File: config.mk
export PLATFORM = sky130hd
export DESIGN_NAME = rr_irq_selector
export DESIGN_NICKNAME = d
export VERILOG_FILES = /design/src/rtl/rrsel_pkg.sv /design/src/rtl/rrsel_mask_bank.sv /design/src/rtl/rrsel_arbiter.sv /design/src/rtl/rr_irq_selector.sv
export SDC_FILE = /design/constraint.sdc
export NUM_CORES = 2
export LEC_CHECK = 0
export BUFFER_PORTS_ARGS = -buffer_cell sky130_fd_sc_hd__buf_2
export CAP_MARGIN = 20
export CORE_MARGIN = 4
export CORE_UTILIZATION = 59
export CTS_CLUSTER_DIAMETER = 120
export DETAILED_ROUTE_END_ITERATION = 6
export HOLD_SLACK_MARGIN = 0.1
export PLACE_DENSITY = 0.76
export SLEW_MARGIN = 40
export SYNTH_ARGS = -nofsm -noshare
export SYNTH_HDL_FRONTEND = slang
export SYNTH_SLANG_ARGS = --single-unit
File: constraint.sdc
create_clock -name clk -period 4.3 [get_ports clk]
set_input_delay 0.86 -clock clk [delete_from_list [all_inputs] [get_ports clk]]
set_output_delay 0.86 -clock clk [all_outputs]
set_load 0.1 [all_outputs]
File: src/rtl/rrsel_pkg.sv
package rrsel_pkg;
  localparam int NUM_CPU   = 2;
  localparam int WORD_BITS = 32;

  typedef enum logic {
    OP_DISABLE = 1'b0,
    OP_ENABLE  = 1'b1
  } bank_op_e;
endpackage

File: src/rtl/rrsel_mask_bank.sv
module rrsel_mask_bank
  import rrsel_pkg::*;
#(
  parameter int NUM_SRC = 64,
  localparam int WORDS  = NUM_SRC / WORD_BITS,
  localparam int SRC_W  = $clog2(NUM_SRC),
  localparam int WIDX_W = (WORDS > 1) ? $clog2(WORDS) : 1
) (
  input  logic                              clk,
  input  logic                              rst_n,
  input  logic                              cmd_valid,
  input  bank_op_e                          cmd_op,
  input  logic [SRC_W-1:0]                  cmd_src,
  input  logic                              cmd_aff_valid,
  input  logic [NUM_CPU-1:0]                cmd_aff,
  input  logic [NUM_CPU-1:0]                cpu_online,
  input  logic                              rd_cpu,
  input  logic [WIDX_W-1:0]                 rd_word,
  output logic [WORD_BITS-1:0]              rd_mask,
  output logic [NUM_CPU-1:0][NUM_SRC-1:0]   mask_flat
);
  // core 1 has a bank only when there is more than one word
  localparam bit SECOND_BANK = (WORDS > 1);

  logic [WORD_BITS-1:0] bank_q [NUM_CPU][WORDS];
  logic [WORD_BITS-1:0] bank_d [NUM_CPU][WORDS];
  logic [WIDX_W-1:0]    cmd_word;
  logic [4:0]           cmd_bit;

  always_comb begin
    cmd_bit  = cmd_src[4:0];
    cmd_word = WIDX_W'((int'(cmd_src) / WORD_BITS) ^ (WORDS - 1));
    bank_d   = bank_q;
    for (int c = 0; c < NUM_CPU; c++) begin
      if (c == 0 || SECOND_BANK) begin
        if (cmd_op == OP_ENABLE)
          bank_d[c][cmd_word][cmd_bit] = cpu_online[c] & (~cmd_aff_valid | cmd_aff[c]);
        else
          bank_d[c][cmd_word][cmd_bit] = 1'b0;
      end
    end
  end

  always_ff @(posedge clk or negedge rst_n) begin
    if (!rst_n) begin
      for (int c = 0; c < NUM_CPU; c++)
        for (int w = 0; w < WORDS; w++)
          bank_q[c][w] <= '0;
    end else if (cmd_valid) begin
      for (int c = 0; c < NUM_CPU; c++)
        for (int w = 0; w < WORDS; w++)
          bank_q[c][w] <= bank_d[c][w];
    end
  end

  // logical source order seen by the arbiters
  for (genvar c = 0; c < NUM_CPU; c++) begin : g_cpu
    for (genvar lw = 0; lw < WORDS; lw++) begin : g_word
      assign mask_flat[c][lw*WORD_BITS +: WORD_BITS] = bank_q[c][lw ^ (WORDS - 1)];
    end
  end

  always_comb begin
    rd_mask = '0;
    if ((int'(rd_word) < WORDS) && (!rd_cpu || SECOND_BANK))
      rd_mask = bank_q[rd_cpu][rd_word];
  end
endmodule

File: src/rtl/rrsel_arbiter.sv
module rrsel_arbiter #(
  parameter int NUM_SRC = 64,
  localparam int SRC_W  = $clog2(NUM_SRC)
) (
  input  logic               clk,
  input  logic               rst_n,
  input  logic [NUM_SRC-1:0] pend,
  input  logic               ack,
  output logic               req,
  output logic [SRC_W-1:0]   sel
);
  logic             req_q, req_d;
  logic [SRC_W-1:0] ptr_q, ptr_d;
  logic [SRC_W-1:0] sel_q, sel_d;
  logic [SRC_W-1:0] cand, hit_idx;
  logic             hit, state_en;

  // scan upward from the pointer, wrapping by index overflow
  always_comb begin
    hit     = 1'b0;
    hit_idx = ptr_q;
    cand    = ptr_q;
    for (int k = 0; k < NUM_SRC; k++) begin
      cand = ptr_q + SRC_W'(k);
      if (!hit && pend[cand]) begin
        hit     = 1'b1;
        hit_idx = cand;
      end
    end
  end

  always_comb begin
    req_d    = req_q;
    ptr_d    = ptr_q;
    sel_d    = sel_q;
    state_en = req_q ? ack : hit;
    if (req_q) begin
      if (ack) begin
        req_d = 1'b0;
        ptr_d = sel_q + 1'b1;
      end
    end else if (hit) begin
      req_d = 1'b1;
      sel_d = hit_idx;
    end
  end

  always_ff @(posedge clk or negedge rst_n) begin
    if (!rst_n) begin
      req_q <= 1'b0;
      ptr_q <= '0;
      sel_q <= '0;
    end else if (state_en) begin
      req_q <= req_d;
      ptr_q <= ptr_d;
      sel_q <= sel_d;
    end
  end

  assign req = req_q;
  assign sel = sel_q;
endmodule

File: src/rtl/rr_irq_selector.sv
module rr_irq_selector
  import rrsel_pkg::*;
#(
  parameter int NUM_SRC    = 64,
  parameter bit CASC_EN    = 1'b1,
  parameter int CASC_FIRST = 40,
  parameter int CASC_LAST  = 45,
  localparam int WORDS     = NUM_SRC / WORD_BITS,
  localparam int SRC_W     = $clog2(NUM_SRC),
  localparam int WIDX_W    = (WORDS > 1) ? $clog2(WORDS) : 1
) (
  input  logic                     clk,
  input  logic                     rst_n,
  input  logic [NUM_SRC-1:0]       src_status,
  input  logic [NUM_CPU-1:0]       cpu_online,
  input  logic                     cmd_valid,
  input  logic                     cmd_op,
  input  logic [SRC_W-1:0]         cmd_src,
  input  logic                     cmd_aff_valid,
  input  logic [NUM_CPU-1:0]       cmd_aff,
  input  logic                     rd_cpu,
  input  logic [WIDX_W-1:0]        rd_word,
  output logic [WORD_BITS-1:0]     rd_mask,
  output logic [WORD_BITS-1:0]     rd_pend,
  output logic [NUM_CPU-1:0]       irq_req,
  input  logic [NUM_CPU-1:0]       irq_ack,
  output logic [NUM_CPU*SRC_W-1:0] irq_id,
  output logic [NUM_CPU-1:0]       irq_ext
);
  logic [1:0]                     rst_pipe;
  logic                           rst_int_n;
  logic [NUM_CPU-1:0][NUM_SRC-1:0] mask_flat;
  logic [WORD_BITS-1:0]           stat_word;

  always_ff @(posedge clk or negedge rst_n) begin
    if (!rst_n) rst_pipe <= '0;
    else        rst_pipe <= {rst_pipe[0], 1'b1};
  end
  assign rst_int_n = rst_pipe[1];

  rrsel_mask_bank #(.NUM_SRC(NUM_SRC)) u_bank (
    .clk           (clk),
    .rst_n         (rst_int_n),
    .cmd_valid     (cmd_valid),
    .cmd_op        (bank_op_e'(cmd_op)),
    .cmd_src       (cmd_src),
    .cmd_aff_valid (cmd_aff_valid),
    .cmd_aff       (cmd_aff),
    .cpu_online    (cpu_online),
    .rd_cpu        (rd_cpu),
    .rd_word       (rd_word),
    .rd_mask       (rd_mask),
    .mask_flat     (mask_flat)
  );

  always_comb begin
    stat_word = '0;
    for (int w = 0; w < WORDS; w++)
      if (WIDX_W'(w ^ (WORDS - 1)) == rd_word)
        stat_word = src_status[w*WORD_BITS +: WORD_BITS];
  end
  assign rd_pend = rd_mask & stat_word;

  for (genvar c = 0; c < NUM_CPU; c++) begin : g_core
    logic [SRC_W-1:0] sel;
    logic             req;
    logic             in_win;

    rrsel_arbiter #(.NUM_SRC(NUM_SRC)) u_arb (
      .clk   (clk),
      .rst_n (rst_int_n),
      .pend  (src_status & mask_flat[c]),
      .ack   (irq_ack[c]),
      .req   (req),
      .sel   (sel)
    );

    assign in_win = CASC_EN && (int'(sel) >= CASC_FIRST) && (int'(sel) <= CASC_LAST);
    assign irq_req[c] = req;
    assign irq_ext[c] = req & in_win;
    assign irq_id[c*SRC_W +: SRC_W] = !req   ? '0 :
                                      in_win ? (sel - SRC_W'(CASC_FIRST)) : sel;
  end
endmodule

==> impl_summary.md, run 1 <==
Status
The flow did not finish. It got as far as global routing and failed there. The first error in the log reads "[ERROR GRT-0116] Global routing finished with congestion. Check the congestion regions in the DRC Viewer".

Clock tree
The deepest clock path buffer count is 2. The number of sinks handled by clock tree synthesis is roughly 160. The count of H-tree levels built during CTS is 4. The tree is rooted in a sky130_fd_sc_hd__clkbuf_16.

The clock buffer count from CTS is 17.

Global route
The first global-routing pass estimated between 400 and 500 mm of wire. The overall fraction of global-route tracks in use is 1.031. The maximum number of pins on one net before global-route repair is 76.

The overall overflow remaining after global route is 4885. The via count of the first global-routing pass is ~69000.

Yosys
The number of distinct library cells after synthesis is around 110. The Yosys step of the flow raised 0 warnings. The post-synthesis register bit count is ~160. The netlist area before placement is about 0.035 mm2.

The area share of the largest cell type after synthesis is 0.2625. The commonest register cell after synthesis is sky130_fd_sc_hd__dfrtp_1. The cell accounting for the most synthesized area is sky130_fd_sc_hd__mux4_2.

Yosys mapped a number of flops with a built-in enable equal to 0. Sorting the synthesized cells by area gives the leading types as sky130_fd_sc_hd__mux4_2 (26%), sky130_fd_sc_hd__dfrtp_1 (11%), sky130_fd_sc_hd__nand2_1 (6.6%). The synthesized netlist net count is about 4400. The async set-reset flop share out of synthesis is 1.000. The number of instances in the synthesized netlist is approximately 4300. After synthesis, the mean cell area works out to slightly above 8 um2. The sequential cell area fraction in the yosys report is 0.1113.

Placed design
The placer congestion estimate is ~1.3. The number of cells after detailed placement is 6482. The number of input and output port buffers inserted is 162. The half-perimeter wire length of the detailed placement result is about 180 mm. The post-detailed-placement cell area is just under 0.05 mm2.

Floorplanning
The number of standard-cell rows in the floorplan is 89. The y dimension of the die is roughly 250 um. The effective utilization at floorplan is 0.5956.

For this design the top-level I/O count stands at about 160. The chip width is 251.9 um.
==> kinds of logic after synthesis <==
logic type	synth area share
muxes	0.3352
other	0.0001069
buffers and inverters	0.04857
AOI/OAI and AO/OA	0.2206
and+or+nand+nor	0.2295
DFF	0.1113
adders and majority gates	0.01640
xor gates and xnor gates	0.03841
==> cell usage after synthesis, types with 47 or more instances <==
master                      number
sky130_fd_sc_hd__mux2i_1       214
sky130_fd_sc_hd__a21oi_1       250
sky130_fd_sc_hd__xnor2_1       133
sky130_fd_sc_hd__nand2_1       615
sky130_fd_sc_hd__nand3_1       197
sky130_fd_sc_hd__o2111ai_1      54
sky130_fd_sc_hd__o21ai_0       350
sky130_fd_sc_hd__and3_1         47
sky130_fd_sc_hd__clkbuf_1      221
sky130_fd_sc_hd__mux4_2        409
sky130_fd_sc_hd__nand4_1        56
sky130_fd_sc_hd__buf_2          57
sky130_fd_sc_hd__nor2_1        269
sky130_fd_sc_hd__inv_1          81
sky130_fd_sc_hd__nor3_1         91
sky130_fd_sc_hd__nor2b_1        62
sky130_fd_sc_hd__nor4_1         48
sky130_fd_sc_hd__dfrtp_1       156
==> stage by stage <==
stage	utilization	setup slack, ns	setup TNS, ns	hold WS [ns]
CTS	0.8694	-1.711	-20.93	0.1111
global placement	0.8283	-1.992	-24.98	0.3441
floorplan	-	-2.125	-25.16	0.3311
detailed placement	0.8285	-2.300	-28.11	0.3395
==> timing repair <==
item | 4_1_cts
pin swaps | 62
buffers inserted | 52
gates cloned | 9
hold buffers | 0
endpoints found under the setup margin | 14
gates resized for setup | 270
==> per-layer routing <==
metal | GRT overflow | global-route usage
met3 | 554 | 0.9602
met5 | 69 | 0.8602
met1 | 581 | 0.9592
met4 | 1062 | 1.072
met2 | 2619 | 1.166
==> inputs of run 2 (changes only) <==
--- a/config.mk
+++ b/config.mk
@@ -8,11 +8,9 @@
 export BUFFER_PORTS_ARGS = -buffer_cell sky130_fd_sc_hd__buf_2
 export CAP_MARGIN = 20
 export CORE_MARGIN = 4
-export CORE_UTILIZATION = 59
-export CTS_CLUSTER_DIAMETER = 120
+export CORE_UTILIZATION = 40
 export DETAILED_ROUTE_END_ITERATION = 6
-export HOLD_SLACK_MARGIN = 0.1
-export PLACE_DENSITY = 0.76
+export PLACE_DENSITY_LB_ADDON = 0.15
 export SLEW_MARGIN = 40
 export SYNTH_ARGS = -nofsm -noshare
 export SYNTH_HDL_FRONTEND = slang
==> constraint.sdc (replaced) <==
create_clock -name clk -period 5.59 [get_ports clk]
set_input_delay 1.118 -clock clk [delete_from_list [all_inputs] [get_ports clk]]
set_output_delay 1.118 -clock clk [all_outputs]
set_load 0.1 [all_outputs]
==> run 2 against run 1 <==
Synthesized cell count unchanged. Area after synthesis is the same. The flow now finishes, with violations (design-rule violations, negative setup slack).
==> impl_summary.md, run 2 <==
Yosys
In this run, synthesis inferred 0 flip-flops with an integrated enable. The commonest register cell after synthesis is sky130_fd_sc_hd__dfrtp_1. The netlist area before placement is approximately 0.035 mm2.

The area share of the largest cell type after synthesis is 0.2625. The library cell with the highest instance count after synthesis is sky130_fd_sc_hd__nand2_1. The cell accounting for the most synthesized area is sky130_fd_sc_hd__mux4_2. The synthesized design contains about 160 register bits. In the post-synthesis netlist, the biggest area contributors are sky130_fd_sc_hd__mux4_2 (26%), sky130_fd_sc_hd__dfrtp_1 (11%), sky130_fd_sc_hd__nand2_1 (6.6%). The number of distinct library cells after synthesis is between 100 and 150. The number of instances in the synthesized netlist is 4250. The average size of a mapped cell is 8.255 um2.

Counting flops with an async set or reset pin after synthesis yields a share of 1.000. The Yosys step of the flow raised 0 warnings. The synthesized netlist net count is roughly 4400. For this run, the register share of the synthesized area comes to 0.1113. By count the netlist is led by sky130_fd_sc_hd__nand2_1 (615), sky130_fd_sc_hd__mux4_2 (409), sky130_fd_sc_hd__o21ai_0 (350).

Setup path
Data on the critical path arrives at its endpoint at 6.58 ns. The setup slack of the worst register-to-register path is -0.59 ns. STA puts the critical path data required time at between 5 and 6 ns. Counting cells, the worst reg-to-reg path comes to 20. The endpoint class of the critical path is a flip-flop. The start of the worst register-to-register path is g_core[0].u_arb.ptr_q[1]$_DFFE_PN0P_.

The element type at the critical path start is a flip-flop. The largest fanout on the critical path is 4. The class of the most critical setup path is reg2reg.

The reg-to-reg endpoint is g_core[0].u_arb.sel[1]$_DFFE_PN0P_.

Drt
The final layout contains routed wiring with a total length of about 230 mm. Summing over every cut layer, the via total after detailed routing is 47640. Once detail routing completed, the nets flagged for antenna violations numbered 0.

In the routed design, unresolved DRC markers number 4. The count of TritonRoute iterations in the first routing pass is 7. The post-detailed-route via-to-cell ratio is slightly below 7. In the final routed layout, each cell accounts on average for about 33 um. In this run, the number of DRC markers left after iteration 0 of detailed routing was approximately 7200.

Final layout
In the final layout, the share of cells above drive strength 1 is 0.4661. Registers take roughly 0.0039 mm2. The number of flip-flops under the largest register name is around 130.

The total number of nets in the final design is between 5000 and 6000. The finished layout holds 6990 standard cells, fillers aside. The share of the core filled with cells in the final layout is 0.6058. The area growth from synthesis to final layout is 50.03%. Leaving out fill and tap cells, the most frequent cells in the layout are sky130_fd_sc_hd__buf_4 (1603), sky130_fd_sc_hd__nand2_1 (605), sky130_fd_sc_hd__mux4_2 (409), sky130_fd_sc_hd__o21ai_0 (300), sky130_fd_sc_hd__nor2_1 (251). The most common library cell in the layout ignoring fill and taps is sky130_fd_sc_hd__buf_4. Counting the fill cells in the layout gives 7832. The multi-input gate area in the final layout is around 0.032 mm2.

Floorplanning
The chip width is just over 300 um. The die covers approximately 0.093 mm2. After floorplanning, the core was sized to cover between 0.08 and 0.09 mm2.

The effective utilization at floorplan is 0.4038. The y dimension of the die is slightly above 300 um. The floorplan has about 110 rows. The top-level I/O count is roughly 160.

Clock tree
The clock reaches the later pin of the worst-skew pair after approximately 0.54 ns. TritonCTS built the clock tree. The count of H-tree levels built during CTS is 4.

Clock-pin slew was measured on the worst setup and hold paths at ~0.090 ns. No sink is reached through more buffers than the 2 on the longest clock path. The number of buffers added to fix hold violations after cts is 0. The number of sinks handled by clock tree synthesis is about 160. In this run, CTS created clock tree buffers numbering 17. The clock tree root driver cell is sky130_fd_sc_hd__clkbuf_16.

STA
Setup repair after global routing could not meet its margin everywhere. The final count of hold timing violations is 0. The final cycle utilization of the critical path is 1.106. The total of endpoints with negative setup slack in the final report is 13. The final-report max-slew violation count is 0. The routed design could run at a clock period as short as around 6.2 ns.

The total negative slack for setup checks is -6.122 ns. The actual slew at the worst max-slew pin is approximately 0.89 ns. Between clock sinks in the finished design, the worst skew comes to between 0.04 and 0.05 ns. The final worst slack is -0.5905 ns. The peak clock frequency supported by timing is 161.8 MHz. In this run the tightest slew margin relative to its limit is 0.4058.

Placed design
The number of input and output port buffers inserted is between 150 and 200. Once placement completed, the tool counted placed cells totaling approximately 6900. The placer congestion estimate is 1.101. The wire-length estimate of the detail-placed layout is approximately 190 mm.

Global route
The overall overflow remaining after global route is 0. The overall fraction of global-route tracks in use is 0.4745. The number of antenna violations at the first check in global routing is 3.

The global-route wire length before repair is ~320 mm. The maximum number of pins on one net before global-route repair is 99. The via count of the first global-routing pass was 44190.

Worst hold path
The worst hold path belongs to the class reg2async.

Status
The checks that failed: design-rule violations, negative setup slack. The flow ran to the end, but the final reports show violations.

Run
The number of max-capacitance violations reported is 0.
[run 2: critical path, stage by stage, from the launching register on]
cell and delay (ns):
sky130_fd_sc_hd__dfrtp_4 0.52, sky130_fd_sc_hd__ha_4 0.19, sky130_fd_sc_hd__xnor2_4 0.33, sky130_fd_sc_hd__buf_6 0.19, sky130_fd_sc_hd__mux4_2 0.63, sky130_fd_sc_hd__mux4_2 0.53, sky130_fd_sc_hd__mux2_4 0.32, sky130_fd_sc_hd__or4b_4 0.57
sky130_fd_sc_hd__buf_6 0.15, sky130_fd_sc_hd__or4_4 0.51, sky130_fd_sc_hd__or4_4 0.58, sky130_fd_sc_hd__a21oi_4 0.16, sky130_fd_sc_hd__nor4bb_4 0.07, sky130_fd_sc_hd__a221oi_2 0.25, sky130_fd_sc_hd__nand2_2 0.11, sky130_fd_sc_hd__a2111oi_4 0.32
sky130_fd_sc_hd__nor4_2 0.09, sky130_fd_sc_hd__nor3_1 0.23, sky130_fd_sc_hd__o31ai_1 0.10, sky130_fd_sc_hd__o211ai_1 0.11, sky130_fd_sc_hd__a21oi_1 0.09
[run 2: cells by family (layout without fill, tap and decap cells)]
| family | after synthesis | after routing | share of synthesized area |
|---|---|---|---|
| compound gates | 1178 | 1178 | 0.2206 |
| xor+xnor | 153 | 153 | 0.03841 |
| fa+ha+maj | 46 | 46 | 0.01640 |
| buf+inv | 419 | 1997 | 0.04857 |
| flops | 156 | 156 | 0.1113 |
| mux | 659 | 659 | 0.3352 |
| other cells | 1 | 7 | 0.0001069 |
| simple gates | 1638 | 1639 | 0.2295 |
[run 2: what timing repair did]
action	4_1_cts	5_1_grt
endpoints found under the setup margin	14	14
pin swaps	93	99
gates cloned	7	2
buffers inserted	58	35
endpoints found under the hold margin	0	0
gates resized for setup	286	152
[run 2: how the worst max path moves through the flow]
stage,cells past startpoint,slack (ns),endpoint,start
finish,20,-0.59,g_core[0].u_arb.sel[1]$_DFFE_PN0P_,g_core[0].u_arb.ptr_q[1]$_DFFE_PN0P_
global route,24,-0.72,g_core[0].u_arb.sel[1]$_DFFE_PN0P_,g_core[0].u_arb.ptr_q[1]$_DFFE_PN0P_
CTS,21,-0.66,g_core[0].u_arb.sel[5]$_DFFE_PN0P_,g_core[0].u_arb.ptr_q[1]$_DFFE_PN0P_
detailed placement,21,-1.49,g_core[0].u_arb.sel[5]$_DFFE_PN0P_,src_status[4]
global placement,21,-1.46,g_core[0].u_arb.sel[5]$_DFFE_PN0P_,src_status[4]
floorplan,27,-0.84,g_core[1].u_arb.sel[2]$_DFFE_PN0P_,g_core[1].u_arb.ptr_q[1]$_DFFE_PN0P_
[run 2: per-layer routing]
metal	GRT usage	part of all wire
met5	0	0.00020
met4	0.2942	0.084
met3	0.1596	0.15
met2	0.6634	0.40
met1	0.6296	0.37
[run 2: stage by stage]
step | cell area, um2 | setup slack, ns | hold WS (ns)
3_3_place_gp | 49130 | -1.462 | 0.3437
3_5_place_dp | 49180 | -1.492 | 0.3478
4_1_cts | 51580 | -0.6588 | 0.3478
5_1_grt | 52620 | -0.7178 | 0.2530
2_1_floorplan | 35860 | -0.8353 | 0.3312
6_report | 52640 | -0.5905 | 0.2229
[run 2: layout make-up]
cell class | count | share of cell area
antenna | 6 | 0.0002852
clock buffer | 17 | 0.008082
clock inverter | 15 | 0.003257
inverter | 89 | 0.006561
multi-input combinational | 3676 | 0.6012
sequential | 156 | 0.07466
tap | 1155 | 0.02745
timing repair buffer | 1876 | 0.2785
Power of run 2 is left out: the tool's default activity adds up to more than one toggle a clock period on the data nets, which glitch-free logic cannot reach.
